==> config.mk <==
export PLATFORM = sky130hd
export DESIGN_NAME = ir_carrier_det
export DESIGN_NICKNAME = d
export VERILOG_FILES = /design/src/rtl/ircd_pkg.sv /design/src/rtl/ircd_tick.sv /design/src/rtl/ircd_sync.sv /design/src/rtl/ircd_avg.sv /design/src/rtl/ircd_meas.sv /design/src/rtl/ir_carrier_det.sv
export SDC_FILE = /design/constraint.sdc
export NUM_CORES = 1
export LEC_CHECK = 0
export BUFFER_PORTS_ARGS = -buffer_cell sky130_fd_sc_hd__buf_4
export CORE_ASPECT_RATIO = 0.7
export CORE_MARGIN = 8
export CORE_UTILIZATION = 60
export DETAILED_ROUTE_END_ITERATION = 12
export PLACE_DENSITY = 0.77
export SLEW_MARGIN = 10
export SYNTH_ARGS = -nofsm -noshare
export SYNTH_HDL_FRONTEND = slang
export SYNTH_SLANG_ARGS = --single-unit
==> constraint.sdc <==
create_clock -name clk_i -period 22.7 [get_ports clk_i]
set_input_delay 3.405 -clock clk_i [delete_from_list [all_inputs] [get_ports clk_i]]
set_output_delay 3.405 -clock clk_i [all_outputs]
set_load 0.02 [all_outputs]
==> src/rtl/ircd_pkg.sv <==
package ircd_pkg;
  localparam int unsigned RES_W   = 7;
  localparam int unsigned RES_MAX = (1 << RES_W) - 1;
  localparam int unsigned NIB_W   = 4;

  typedef enum logic [1:0] {
    ST_IDLE = 2'd0,
    ST_RUN  = 2'd1,
    ST_DONE = 2'd2
  } ircd_state_e;
endpackage

==> src/rtl/ircd_tick.sv <==
module ircd_tick #(
  parameter int unsigned TICK_DIV = 125
) (
  input  logic clk_i,
  input  logic rst_ni,
  output logic tick_o
);
  localparam int unsigned DW = (TICK_DIV > 1) ? $clog2(TICK_DIV) : 1;

  generate
    if (TICK_DIV <= 1) begin : g_pass
      assign tick_o = 1'b1;
    end else begin : g_div
      logic [DW-1:0] cnt_q;
      always_ff @(posedge clk_i or negedge rst_ni) begin
        if (!rst_ni)                           cnt_q <= '0;
        else if (cnt_q == DW'(TICK_DIV - 1))   cnt_q <= '0;
        else                                   cnt_q <= cnt_q + DW'(1);
      end
      assign tick_o = (cnt_q == DW'(TICK_DIV - 1));

      // ticks are isolated single-cycle strobes
      a_r2_tick_spacing: assert property (@(posedge clk_i) disable iff (!rst_ni)
        tick_o |=> !tick_o);
    end
  endgenerate
endmodule

==> src/rtl/ircd_sync.sv <==
module ircd_sync #(
  parameter int unsigned STAGES = 2
) (
  input  logic clk_i,
  input  logic rst_ni,
  input  logic ir_i,
  output logic lvl_o,
  output logic rise_o
);
  logic [STAGES:0] sh_q;

  always_ff @(posedge clk_i or negedge rst_ni) begin
    if (!rst_ni) sh_q <= '0;
    else         sh_q <= {sh_q[STAGES-1:0], ir_i};
  end

  assign lvl_o  = sh_q[STAGES-1];
  assign rise_o = sh_q[STAGES-1] & ~sh_q[STAGES];
endmodule

==> src/rtl/ircd_avg.sv <==
module ircd_avg
  import ircd_pkg::*;
#(
  parameter int unsigned SW = 12
) (
  input  logic [SW-1:0]    sum_i,
  input  logic [NIB_W-1:0] n_i,
  output logic [RES_W-1:0] avg_o
);
  logic [SW-1:0] quo;

  always_comb begin
    quo   = sum_i / SW'(n_i);
    avg_o = (quo > SW'(RES_MAX)) ? RES_W'(RES_MAX) : quo[RES_W-1:0];
  end
endmodule

==> src/rtl/ircd_meas.sv <==
module ircd_meas
  import ircd_pkg::*;
#(
  parameter int unsigned GAP_TICKS = 250
) (
  input  logic             clk_i,
  input  logic             rst_ni,
  input  logic             tick_i,
  input  logic             lvl_i,
  input  logic             rise_i,
  input  logic             en_i,
  input  logic [7:0]       cfg_i,
  output logic             valid_o,
  output logic [RES_W-1:0] prd_o,
  output logic [RES_W-1:0] wid_o
);
  localparam int unsigned CW = $clog2(GAP_TICKS + 1);
  localparam int unsigned SW = CW + NIB_W;

  ircd_state_e      state_q;
  logic [CW-1:0]    p_cnt_q, h_cnt_q, p_cnt_nx, h_cnt_nx, cnt_init;
  logic [NIB_W-1:0] skip_q, n_q, done_q, n_cfg;
  logic [SW-1:0]    sum_p_q, sum_h_q, sum_p_nx, sum_h_nx;
  logic [RES_W-1:0] res_p_q, res_h_q, avg_p, avg_h;
  logic             valid_q, gap, last;

  always_comb begin
    p_cnt_nx = p_cnt_q + CW'(tick_i && (p_cnt_q != CW'(GAP_TICKS)));
    h_cnt_nx = h_cnt_q + CW'(tick_i && lvl_i && (h_cnt_q != CW'(GAP_TICKS)));
    cnt_init = CW'(tick_i);
    gap      = (p_cnt_q >= CW'(GAP_TICKS));
    sum_p_nx = sum_p_q + SW'(p_cnt_q);
    sum_h_nx = sum_h_q + SW'(h_cnt_q);
    last     = (skip_q == '0) && (({1'b0, done_q} + 5'd1) == {1'b0, n_q});
    n_cfg    = (cfg_i[3:0] == '0) ? NIB_W'(1) : cfg_i[3:0];
  end

  ircd_avg #(.SW(SW)) u_avg_p (.sum_i(sum_p_nx), .n_i(n_q), .avg_o(avg_p));
  ircd_avg #(.SW(SW)) u_avg_h (.sum_i(sum_h_nx), .n_i(n_q), .avg_o(avg_h));

  always_ff @(posedge clk_i or negedge rst_ni) begin
    if (!rst_ni) begin
      state_q <= ST_IDLE;
      p_cnt_q <= '0;
      h_cnt_q <= '0;
      skip_q  <= '0;
      n_q     <= NIB_W'(1);
      done_q  <= '0;
      sum_p_q <= '0;
      sum_h_q <= '0;
      res_p_q <= '0;
      res_h_q <= '0;
      valid_q <= 1'b0;
    end else if (!en_i) begin
      state_q <= ST_IDLE;
      valid_q <= 1'b0;
    end else begin
      unique case (state_q)
        ST_IDLE: if (rise_i) begin
          state_q <= ST_RUN;
          valid_q <= 1'b0;
          skip_q  <= cfg_i[7:4];
          n_q     <= n_cfg;
          done_q  <= '0;
          sum_p_q <= '0;
          sum_h_q <= '0;
          p_cnt_q <= cnt_init;
          h_cnt_q <= cnt_init;
        end
        ST_RUN: begin
          if (rise_i) begin
            p_cnt_q <= cnt_init;
            h_cnt_q <= cnt_init;
            if (skip_q != '0) begin
              skip_q <= skip_q - NIB_W'(1);
            end else if (last) begin
              res_p_q <= avg_p;
              res_h_q <= avg_h;
              valid_q <= 1'b1;
              state_q <= ST_DONE;
            end else begin
              sum_p_q <= sum_p_nx;
              sum_h_q <= sum_h_nx;
              done_q  <= done_q + NIB_W'(1);
            end
          end else if (gap) begin
            state_q <= ST_IDLE;
          end else begin
            p_cnt_q <= p_cnt_nx;
            h_cnt_q <= h_cnt_nx;
          end
        end
        ST_DONE: begin
          if (rise_i)   p_cnt_q <= cnt_init;
          else if (gap) state_q <= ST_IDLE;
          else          p_cnt_q <= p_cnt_nx;
        end
        default: state_q <= ST_IDLE;
      endcase
    end
  end

  assign valid_o = valid_q;
  assign prd_o   = res_p_q;
  assign wid_o   = res_h_q;


  a_r8_disable_clears: assert property (@(posedge clk_i) disable iff (!rst_ni)
    !en_i |=> !valid_q);

  a_r10_valid_on_edge: assert property (@(posedge clk_i) disable iff (!rst_ni)
    $rose(valid_q) |-> $past(rise_i));

  a_r9_restart_clears: assert property (@(posedge clk_i) disable iff (!rst_ni)
    (state_q == ST_IDLE && en_i && rise_i) |=> !valid_q);

  a_r3_skip_spent: assert property (@(posedge clk_i) disable iff (!rst_ni)
    $rose(valid_q) |-> (skip_q == '0));

  a_r6_width_le_period: assert property (@(posedge clk_i) disable iff (!rst_ni)
    valid_q |-> (res_h_q <= res_p_q));
endmodule

==> src/rtl/ir_carrier_det.sv <==
module ir_carrier_det
  import ircd_pkg::*;
#(
  parameter int unsigned TICK_DIV  = 125,
  parameter int unsigned GAP_TICKS = 250,
  parameter int unsigned SYNC_STG  = 2
) (
  input  logic       clk_i,
  input  logic       rst_ni,
  input  logic       ir_i,
  input  logic       det_en_i,
  input  logic [7:0] cfg_i,
  output logic [7:0] prd_o,
  output logic [7:0] wid_o
);
  logic             tick, lvl, rise, valid;
  logic [RES_W-1:0] prd, wid;

  ircd_tick #(.TICK_DIV(TICK_DIV)) u_tick (
    .clk_i(clk_i), .rst_ni(rst_ni), .tick_o(tick));

  ircd_sync #(.STAGES(SYNC_STG)) u_sync (
    .clk_i(clk_i), .rst_ni(rst_ni), .ir_i(ir_i), .lvl_o(lvl), .rise_o(rise));

  ircd_meas #(.GAP_TICKS(GAP_TICKS)) u_meas (
    .clk_i(clk_i), .rst_ni(rst_ni), .tick_i(tick), .lvl_i(lvl),
    .rise_i(rise), .en_i(det_en_i), .cfg_i(cfg_i),
    .valid_o(valid), .prd_o(prd), .wid_o(wid));

  assign prd_o = {valid, prd};
  assign wid_o = {1'b0, wid};
endmodule

# Yosys cells after proc, flatten, opt, wreduce, memory -nomap -nowiden
# Cells that the tools add are included.
dict set report totals {
  word_cells 112
  output_inout_bits 16
  register_bits 79
  input_bits 12
}
dict set report op_classes {
  div_mod_pow 2
  reduce_logical 19
  n_lt_le_gt_ge 3
  addsub 8
  bitwise_logic 3
  eq_ne 21
  muxes 43
}
# cell n
set op_table {}
lappend op_table {{$mux W12} 7}
lappend op_table {{$pmux W12 S2} 2}
lappend op_table {{$mux W8} 5}
lappend op_table {{$mux W4} 8}
lappend op_table {{$pmux W8 S2} 2}
lappend op_table {{$add A12 B8 Y12} 2}
lappend op_table {{$div A12 B4 Y12} 2}
lappend op_table {{$gt A12 B7 Y1 const B} 2}
lappend op_table {{$mux W7} 3}
lappend op_table {{$ne A3 B3 Y1 const B} 6}
lappend op_table {{$add A8 B1 Y8} 2}
lappend op_table {{$ne A8 B8 Y1 const B} 2}
lappend op_table {{$pmux W4 S2} 2}
lappend op_table {{$reduce_and A5 Y1} 3}
lappend op_table {{$mux W2} 7}
lappend op_table {{$reduce_and A4 Y1} 3}
lappend op_table {{$ge A8 B8 Y1 const B} 1}
lappend op_table {{$logic_not A4 Y1} 2}
lappend op_table {{$ne A2 B2 Y1 const B} 4}
lappend op_table {{$add A7 B1 Y7 const B} 1}
lappend op_table {{$eq A7 B7 Y1 const B} 1}
lappend op_table {{$pmux W2 S3} 1}
lappend op_table {{$reduce_and A6 Y1} 1}
lappend op_table {{$add A4 B1 Y5 const B} 1}
lappend op_table {{20 further kinds} 29}

# Logic depth before layout (Yosys ltp)
# Gate-level depths: netlist of the first run.
dict set report logic_depth {
  depth_word 8
  depth_mapped 105
  depth_no_buf 102
}

# Cells and area by module
# From an unflattened synthesis of the first run, not the netlist that was laid out.
dict set report hier_totals {
  hier_cells 1190
  hier_area_um2 10108.4
}
# mod area_each_um2 cells_per_inst n_inst seq_area_each_um2
set by_module_without_submodules {}
lappend by_module_without_submodules {ircd_meas 4172.8 409 1 1727.9}
lappend by_module_without_submodules {{ircd_avg (u_meas.u_avg_p)} 2862.7 382 1 0.0}
lappend by_module_without_submodules {{ircd_avg (u_meas.u_avg_h)} 2611.3 361 1 0.0}
lappend by_module_without_submodules {ircd_tick 354.1 31 1 175.2}
lappend by_module_without_submodules {ircd_sync 88.8 4 1 75.1}
lappend by_module_without_submodules {ir_carrier_det 18.8 3 1 0.0}

# Worst setup path after synthesis of the first run
# No wires, ideal clock.
dict set report synth_path {
  path_kind {reg2reg}
  startpoint {register u_meas.h_cnt_q[6]}
  endpoint {register u_meas.res_h_q[0], in the netlist u_meas.wid_o[0]}
  arrival_ps 19280
  slack_ps 3285
  synth_period_minus_slack_ps 19415
  n_path_buf 3
  stages_incl_launch_ff 101
  required_time_ps 22565
  setup_time_ps 135
  cell_sequence {dfrtp_1 > ha_1 > a2111oi_0 > o21ai_0 > a31oi_1 > nor2_1 > xnor2_1 > ha_1 > o21ai_0 > nand2_1 > nand2_1 > inv_1 > ha_1 > o21a_1 > o21ai_0 > mux2i_1 > ha_1 > o21a_1 > [65 not listed] > or4b_1 > buf_2 > nor2_1 > a21oi_1 > ha_1 > o21a_1 > o21ai_0 > nand2b_1 > a21oi_1 > nand3_1 > nor3_4 > mux2_1 > ha_1 > nor2b_1 > o21ai_0 > or4b_2 > nor4_1 > a31oi_1}
}
dict set report synth_via {
  elab_chain_cells 4
}
# element line
set synth_lines {}
lappend synth_lines {{start, declared} ircd_meas.sv:21} ;# logic [CW-1:0] p_cnt_q, h_cnt_q, p_cnt_nx, h_cnt_nx, cnt_init;
lappend synth_lines {{start signal, assigned} ircd_meas.sv:68} ;# h_cnt_q <= cnt_init;
lappend synth_lines {{start signal, assigned} ircd_meas.sv:73} ;# h_cnt_q <= cnt_init;
lappend synth_lines {{start signal, assigned} ircd_meas.sv:90} ;# h_cnt_q <= h_cnt_nx;
lappend synth_lines {{$add A12 B8 Y12 *} ircd_meas.sv:33} ;# sum_h_nx = sum_h_q + SW'(h_cnt_q);
lappend synth_lines {{$div A12 B4 Y12 *} ircd_avg.sv:13} ;# quo = sum_i / SW'(n_i);
lappend synth_lines {{$gt A12 B7 Y1} ircd_avg.sv:14} ;# avg_o = (quo > SW'(RES_MAX)) ? RES_W'(RES_MAX) : quo[RES_W-1:0];
lappend synth_lines {{$mux W7 *} ircd_avg.sv:14}
lappend synth_lines {{end signal, assigned} ircd_meas.sv:78} ;# res_h_q <= avg_h;
lappend synth_lines {{end, declared} ircd_meas.sv:24} ;# logic [RES_W-1:0] res_p_q, res_h_q, avg_p, avg_h;
# Every way passes the cells marked *; elsewhere a longest branch is shown, timed or not.
# A chain may end at the register's enable or synchronous reset.

# Worst setup path in the final report of the first run
dict set report layout_path {
  startpoint {register u_meas.p_cnt_q[2]}
  endpoint {register u_meas.res_p_q[0], in the netlist u_meas.prd_o[0]}
}
dict set report layout_via {
  elab_chain_cells 4
}
# element line
set layout_lines {}
lappend layout_lines {{start, declared} ircd_meas.sv:21}
lappend layout_lines {{start signal, assigned} ircd_meas.sv:67} ;# p_cnt_q <= cnt_init;
lappend layout_lines {{start signal, assigned} ircd_meas.sv:72} ;# p_cnt_q <= cnt_init;
lappend layout_lines {{start signal, assigned} ircd_meas.sv:89} ;# p_cnt_q <= p_cnt_nx;
lappend layout_lines {{$add A12 B8 Y12 *} ircd_meas.sv:32} ;# sum_p_nx = sum_p_q + SW'(p_cnt_q);
lappend layout_lines {{$div A12 B4 Y12 *} ircd_avg.sv:13}
lappend layout_lines {{$gt A12 B7 Y1} ircd_avg.sv:14}
lappend layout_lines {{$mux W7 *} ircd_avg.sv:14}
lappend layout_lines {{end signal, assigned} ircd_meas.sv:77} ;# res_p_q <= avg_p;
lappend layout_lines {{end, declared} ircd_meas.sv:24}
# Marked as above.

==> results of run 1 <==
==> cell type report <==
| type | instances | area [um^2] |
|---|---|---|
| multi-input cells | 1078 | 7460 |
| fillers | 1333 | 5117 |
| flip-flops and latches | 79 | 1978 |
| repair buffers | 47 | 352.8 |
| well taps | 200 | 250.2 |
| clock buffers | 9 | 225.2 |
| inverters | 54 | 202.7 |
| clock inverters | 7 | 56.30 |
==> cells in the final DEF (no fill, tap or decap), types with 32 or more instances in the layout <==
cell type,n
ha_1,116
xnor2_1,32
inv_1,52
nand2_1,110
nor3_1,59
buf_4,47
o21ai_0,94
dfrtp_1,78
o21a_1,46
a21oi_1,78
nor2_1,136
==> cells by family (layout without fill, tap and decap cells) <==
| group | count (synthesis) | after routing | share of synthesized area, % |
|---|---|---|---|
| xor+xnor | 59 | 59 | 5.348 |
| flops | 79 | 79 | 20.47 |
| simple gates | 487 | 487 | 25.28 |
| mux | 39 | 39 | 4.312 |
| compound gates | 373 | 373 | 25.56 |
| buf+inv | 82 | 117 | 3.432 |
| other cells | 1 | 1 | 0.03881 |
| fa+ha+maj | 119 | 119 | 15.55 |
==> final timing paths <==
| path | cells past startpoint | end | slack [ns] |
|---|---|---|---|
| max | 90 | u_meas.prd_o[0] | 1.29 |
| min | 0 | u_sync.sh_q[1] | 0.36 |
| max reg2reg | 90 | u_meas.prd_o[0] | 1.29 |
| min reg2reg | 0 | u_sync.sh_q[1] | 0.36 |
| max in group asynchronous | 1 | u_meas.skip_q[0] | 18.77 |
| min in group asynchronous | 1 | u_meas.p_cnt_q[5] | 3.23 |
==> registers in the layout (all words and copies together) (netlist names) <==
| name | count |
|---|---|
| u_meas.h_cnt_q | 8 |
| u_tick.g_div.cnt_q | 7 |
| u_meas.wid_o | 7 |
| u_meas.sum_h_q | 12 |
| u_meas.n_q | 4 |
| u_meas.p_cnt_q | 8 |
| u_meas.prd_o | 7 |
| u_meas.done_q | 4 |
| u_meas.skip_q | 4 |
| u_meas.valid_o | 1 |
| u_sync.sh_q | 3 |
| u_meas.state_q | 2 |
| u_meas.sum_p_q | 12 |
==> worst register-to-register path: cells and delay by family, from the launching register on <==
family	cells	cell delay, ns
AOI/OAI and AO/OA	40	8.34
and+or+nand+nor	27	6.58
adders and majority gates	13	3.75
muxes	5	1.52
buffers and inverters	4	0.46
DFF	1	0.45
xor gates and xnor gates	1	0.20
==> layer usage <==
layer  global-route usage [%]  share of wire [%]
met3                    2.844                6.2
met1                    36.11                 50
met5                        0                  0
met4                    6.448                1.5
met2                    37.27                 42
==> through the flow <==
stage / instance area (um^2) / hold slack [ns]
global placement: 10060 / 0.3460
detailed placement: 10060 / 0.3451
CTS: 10340 / 0.3597
floorplan: 9662 / 0.3312
global route: 10530 / 0.3680
finish: 10530 / 0.3620
==> repair_timing <==
| item | in CTS | in global routing |
|---|---|---|
| pin swaps | 0 | 3 |
| endpoints found under the setup margin | 1 | 3 |
| gates resized for setup | 1 | 24 |
| buffers inserted | 0 | 11 |
==> results.py, run 1 <==
metrics = {
    "floorplanning": {
        "die_h_um": 122.2,
        "die_w_um": 167.7,
        "initial_core_util_pct": 61.77,
        "top_level_ports": 28,
        "die_area_um2": 20480,
        "rows": 38,
        "core_um2": 15640,
    },
    "layout": {
        "nets": 1399,
        "syn2layout_area_growth_pct": 8.936,
        "postLayoutCoreUtil_pct": 67.29,
        "final_cells": 1474,
        "drive_gt1_share_pct": 11.22,
        "insertedDiodeCount": 0,
    },
    "sta": {
        "finalHoldViolCount": 0,
        "tns_ns": 0,
        "setup_viol": 0,
        "skew_ns": 0.009592,
        "fmax_mhz": 46.71,
        "fin_crit_ns": 21.41,
        "slew_headroom_pct": 29.81,
        "layout_setup_ws_ns": 1.292,
        "drv_slew": 0,
        "worst_pin_slew_ns": 1.053,
        "fin_crit_sh_pct": 94.31,
    },
    "yosys": {
        "async_flop_share_pct": 100.0,
        "synth_top_flop_cell": "dfrtp_1",
        "mappedNetlistArea_um2": 9662,
        "yosysTopAreaCell": "dfrtp_1",
        "synth_top_area_share_pct": 20.20,
        "synth_most_common_cell": "nor2_1",
        "synth_cell_types": 101,
        "ys_seq_area_share_pct": 20.47,
        "ys_ff_latch": 79,
        "syn_nets": 1369,
        "synth_area_per_cell_um2": 7.798,
        "ys_top_cells_by_count": "141 x nor2_1, 116 x ha_1, 111 x nand2_1",
        "ys_warn_count": 0,
        "synthCells": 1239,
        "ys_top_cells_by_area": "dfrtp_1 20%, ha_1 15%, nor2_1 5.5%, o21ai_0 5.0%, nand2_1 4.3%",
        "synth_edf_count": 0,
    },
    "worst_setup_path": {
        "path_delay_family": "compound AO/OA/AOI/OAI gates",
        "path_common_cell": "o21a_1",
        "critPathBufInv": 4,
        "crit_type": "reg -> reg",
        "critPathRequiredTime_ns": 22.94,
        "cp-end-kind": "flop",
        "cp-start-kind": "flop",
        "slowest_stage": "or4b_1",
        "cp_max_fo": 8,
        "cp_slowest_stage_delay_ns": 0.52,
        "worstPathArrival_ns": 21.65,
        "crit_start": "u_meas.p_cnt_q[2]",
        "reg2reg_from": "u_meas.p_cnt_q[2]",
    },
    "place": {
        "dp_hpwl_mm": 19.09,
        "io_buffers": 26,
        "place_inst": 1447,
        "gp_congestion": 0.9290,
        "place_ws_ns": -0.05735,
    },
    "clock_tree": {
        "h-tree-depth": 3,
        "clk_pin_slew_worst_paths_ns": 0.07,
        "root_buffer": "clkbuf_16",
        "cts_buffer_depth": 2,
        "tritoncts": "yes",
        "cts_sinks": 79,
        "clk_latency_ns": 0.35,
        "hold_buffers": 0,
        "cts_made_buffers": 9,
    },
    "grt": {
        "grt_first_pass_wirelength_mm": 41.75,
        "antenna_found_initial": 0,
        "grt_overflow": 0,
        "grt_pass1_vias": 8346,
        "grtUsageTotal_pct": 24.49,
        "grt_max_degree": 80,
    },
    "drt": {
        "drc_errors": 0,
        "drt_iter0_markers": 874,
        "routedWlPerCell_um": 17.17,
        "totalWireLength_mm": 25.31,
        "first_pass_iters": 6,
        "num_vias": 9398,
        "drtAntennaViolNets": 0,
        "post_drt_via_cell_ratio": 6.376,
    },
    "job": {
        "maxCapViolCount": 0,
    },
    "worst_hold_path": {
        "min_path_type": "reg -> reg",
        "min_from": "u_sync.sh_q[0]",
    },
    "status": {
        "outcome": "completed",
    },
}
Power of run 1 is not shown: default switching activity piles up to over one toggle a cycle in this logic, so the estimate is an artifact.
==> run 2: changes to the inputs <==
Settings changed: CTS_BUF_LIST set to sky130_fd_sc_hd__clkbuf_2 sky130_fd_sc_hd__clkbuf_4 sky130_fd_sc_hd__clkbuf_8.
==> results.py, run 2 (synthesis results as in run 1) <==
metrics = {
    "grt": {
        "grtUsageTotal_pct": 24.30,
        "grt_first_pass_wirelength_mm": 41.46,
        "grt_pass1_vias": 8316,
        "antenna_found_initial": 0,
        "grt_overflow": 0,
        "grt_max_degree": 80,
    },
    "worst_setup_path": {
        "cp_max_fo": 8,
        "crit_type": "reg -> reg",
        "worstPathArrival_ns": 21.59,
        "path_delay_family": "compound AO/OA/AOI/OAI gates",
        "r2r.worst_path.cells": 91,
        "critPathRequiredTime_ns": 22.98,
        "cp_slowest_stage_delay_ns": 0.52,
        "critPathBufInv": 5,
        "slowest_stage": "or4b_1",
        "cp-start-kind": "flop",
        "path_common_cell": "o21a_1",
        "crit_cells": 91,
        "ff2ff_setup_slack_ns": 1.39,
        "cp-end-kind": "flop",
    },
    "drt": {
        "drc_errors": 0,
        "totalWireLength_mm": 25.15,
        "drt_iter0_markers": 811,
        "routedWlPerCell_um": 17.06,
        "drtAntennaViolNets": 0,
        "num_vias": 9380,
        "first_pass_iters": 6,
        "post_drt_via_cell_ratio": 6.364,
    },
    "layout": {
        "top_regs": "u_meas.sum_h_q: 12 flops, u_meas.sum_p_q: 12 flops",
        "multi_input_area_um2": 7463,
        "nets": 1399,
        "fill_cells": 1347,
        "finish.instance_area_um2": 10430,
        "final_cells": 1474,
        "drive_gt1_share_pct": 11.30,
        "final_common_cell": "nor2_1",
        "insertedDiodeCount": 0,
        "syn2layout_area_growth_pct": 7.925,
        "register_area_um2": 1978,
        "final_cell_mix": "136 x nor2_1, 116 x ha_1, 110 x nand2_1",
    },
    "sta": {
        "skew_ns": 0.01426,
        "fin_crit_ns": 21.31,
        "fin_crit_sh_pct": 93.88,
        "finalHoldViolCount": 0,
        "worst_pin_slew_ns": 1.051,
        "slew_headroom_pct": 29.96,
        "fmax_mhz": 46.93,
        "drv_slew": 0,
        "setup_viol": 0,
    },
    "clock_tree": {
        "clk_pin_slew_worst_paths_ns": 0.10,
        "cts_made_buffers": 9,
        "hold_buffers": 0,
        "h-tree-depth": 3,
        "cts_sinks": 79,
        "cts_buffer_depth": 2,
        "tritoncts": "yes",
        "root_buffer": "clkbuf_8",
        "clk_latency_ns": 0.39,
    },
    "place": {
        "io_buffers": 26,
        "gp_congestion": 0.9290,
        "place_inst": 1447,
        "placed_area_um2": 10060,
        "dp_hpwl_mm": 19.09,
    },
    "floorplanning": {
        "die_h_um": 122.2,
        "top_level_ports": 28,
        "initial_core_util_pct": 61.77,
        "die_area_um2": 20480,
        "die_w_um": 167.7,
        "rows": 38,
        "core_um2": 15640,
    },
    "status": {
        "outcome": "completed",
    },
    "worst_hold_path": {
        "min_path_type": "reg -> reg",
        "timing.hold.worst_path_depth": 0,
    },
    "job": {
        "maxCapViolCount": 0,
    },
}
==> run 2: cell counts in the layout (fill, tap and decap cells not counted) <==
Identical to the previous run, type by type.
==> run 2: path summary, 6_finish.rpt <==
path | startpoint | end
worst min-delay path | u_sync.sh_q[0] | u_sync.sh_q[1]
worst max register to register | u_meas.p_cnt_q[2] | u_meas.prd_o[0]
min in group asynchronous | rst_ni | u_meas.p_cnt_q[5]
max in group asynchronous | rst_ni | u_meas.skip_q[0]
worst max-delay path | u_meas.p_cnt_q[2] | u_meas.prd_o[0]
worst min register to register | u_sync.sh_q[0] | u_sync.sh_q[1]
==> run 2: layer usage <==
metal  global-route usage, %  wire length, um  share of wire [%]  vias to the layer above
met4                   6.170              442                1.8                        0
met1                   36.09            12650                 50                     4411
met5                       0                0                  0                        -
met3                   2.941             1436                5.7                       29
li1                        -                -                  -                     4650
met2                   36.66            10630                 42                      290
==> run 2: timing repair <==
item                                    CTS  global route
buffers inserted                          0            11
endpoints found under the setup margin    1             3
gates resized for setup                   1            25
hold endpoints to repair                  0             0
pin swaps                                 0             3
==> run 2: stage by stage <==
stage               setup slack (ns)  hold slack [ns]   TNS [ns]  utilization, %
floorplan                      3.285           0.3312          0               -
global placement              0.3497           0.3460          0           64.29
detailed placement          -0.05735           0.3451   -0.05735           64.29
CTS                           0.1925           0.3659          0           65.47
global route               -0.004210           0.3748  -0.006851           66.66
finish                         1.390           0.3655          0           66.66
==> run 2: area by class of cell <==
class / count / area share, %
Sequential cell: 79 / 18.97
Tap cell: 200 / 2.400
Multi-Input combinational cell: 1078 / 71.57
Clock buffer: 9 / 1.188
Timing Repair Buffer: 47 / 3.384
Clock inverter: 7 / 0.5400
Inverter: 54 / 1.944
Power of run 2 is left out for the same reason.
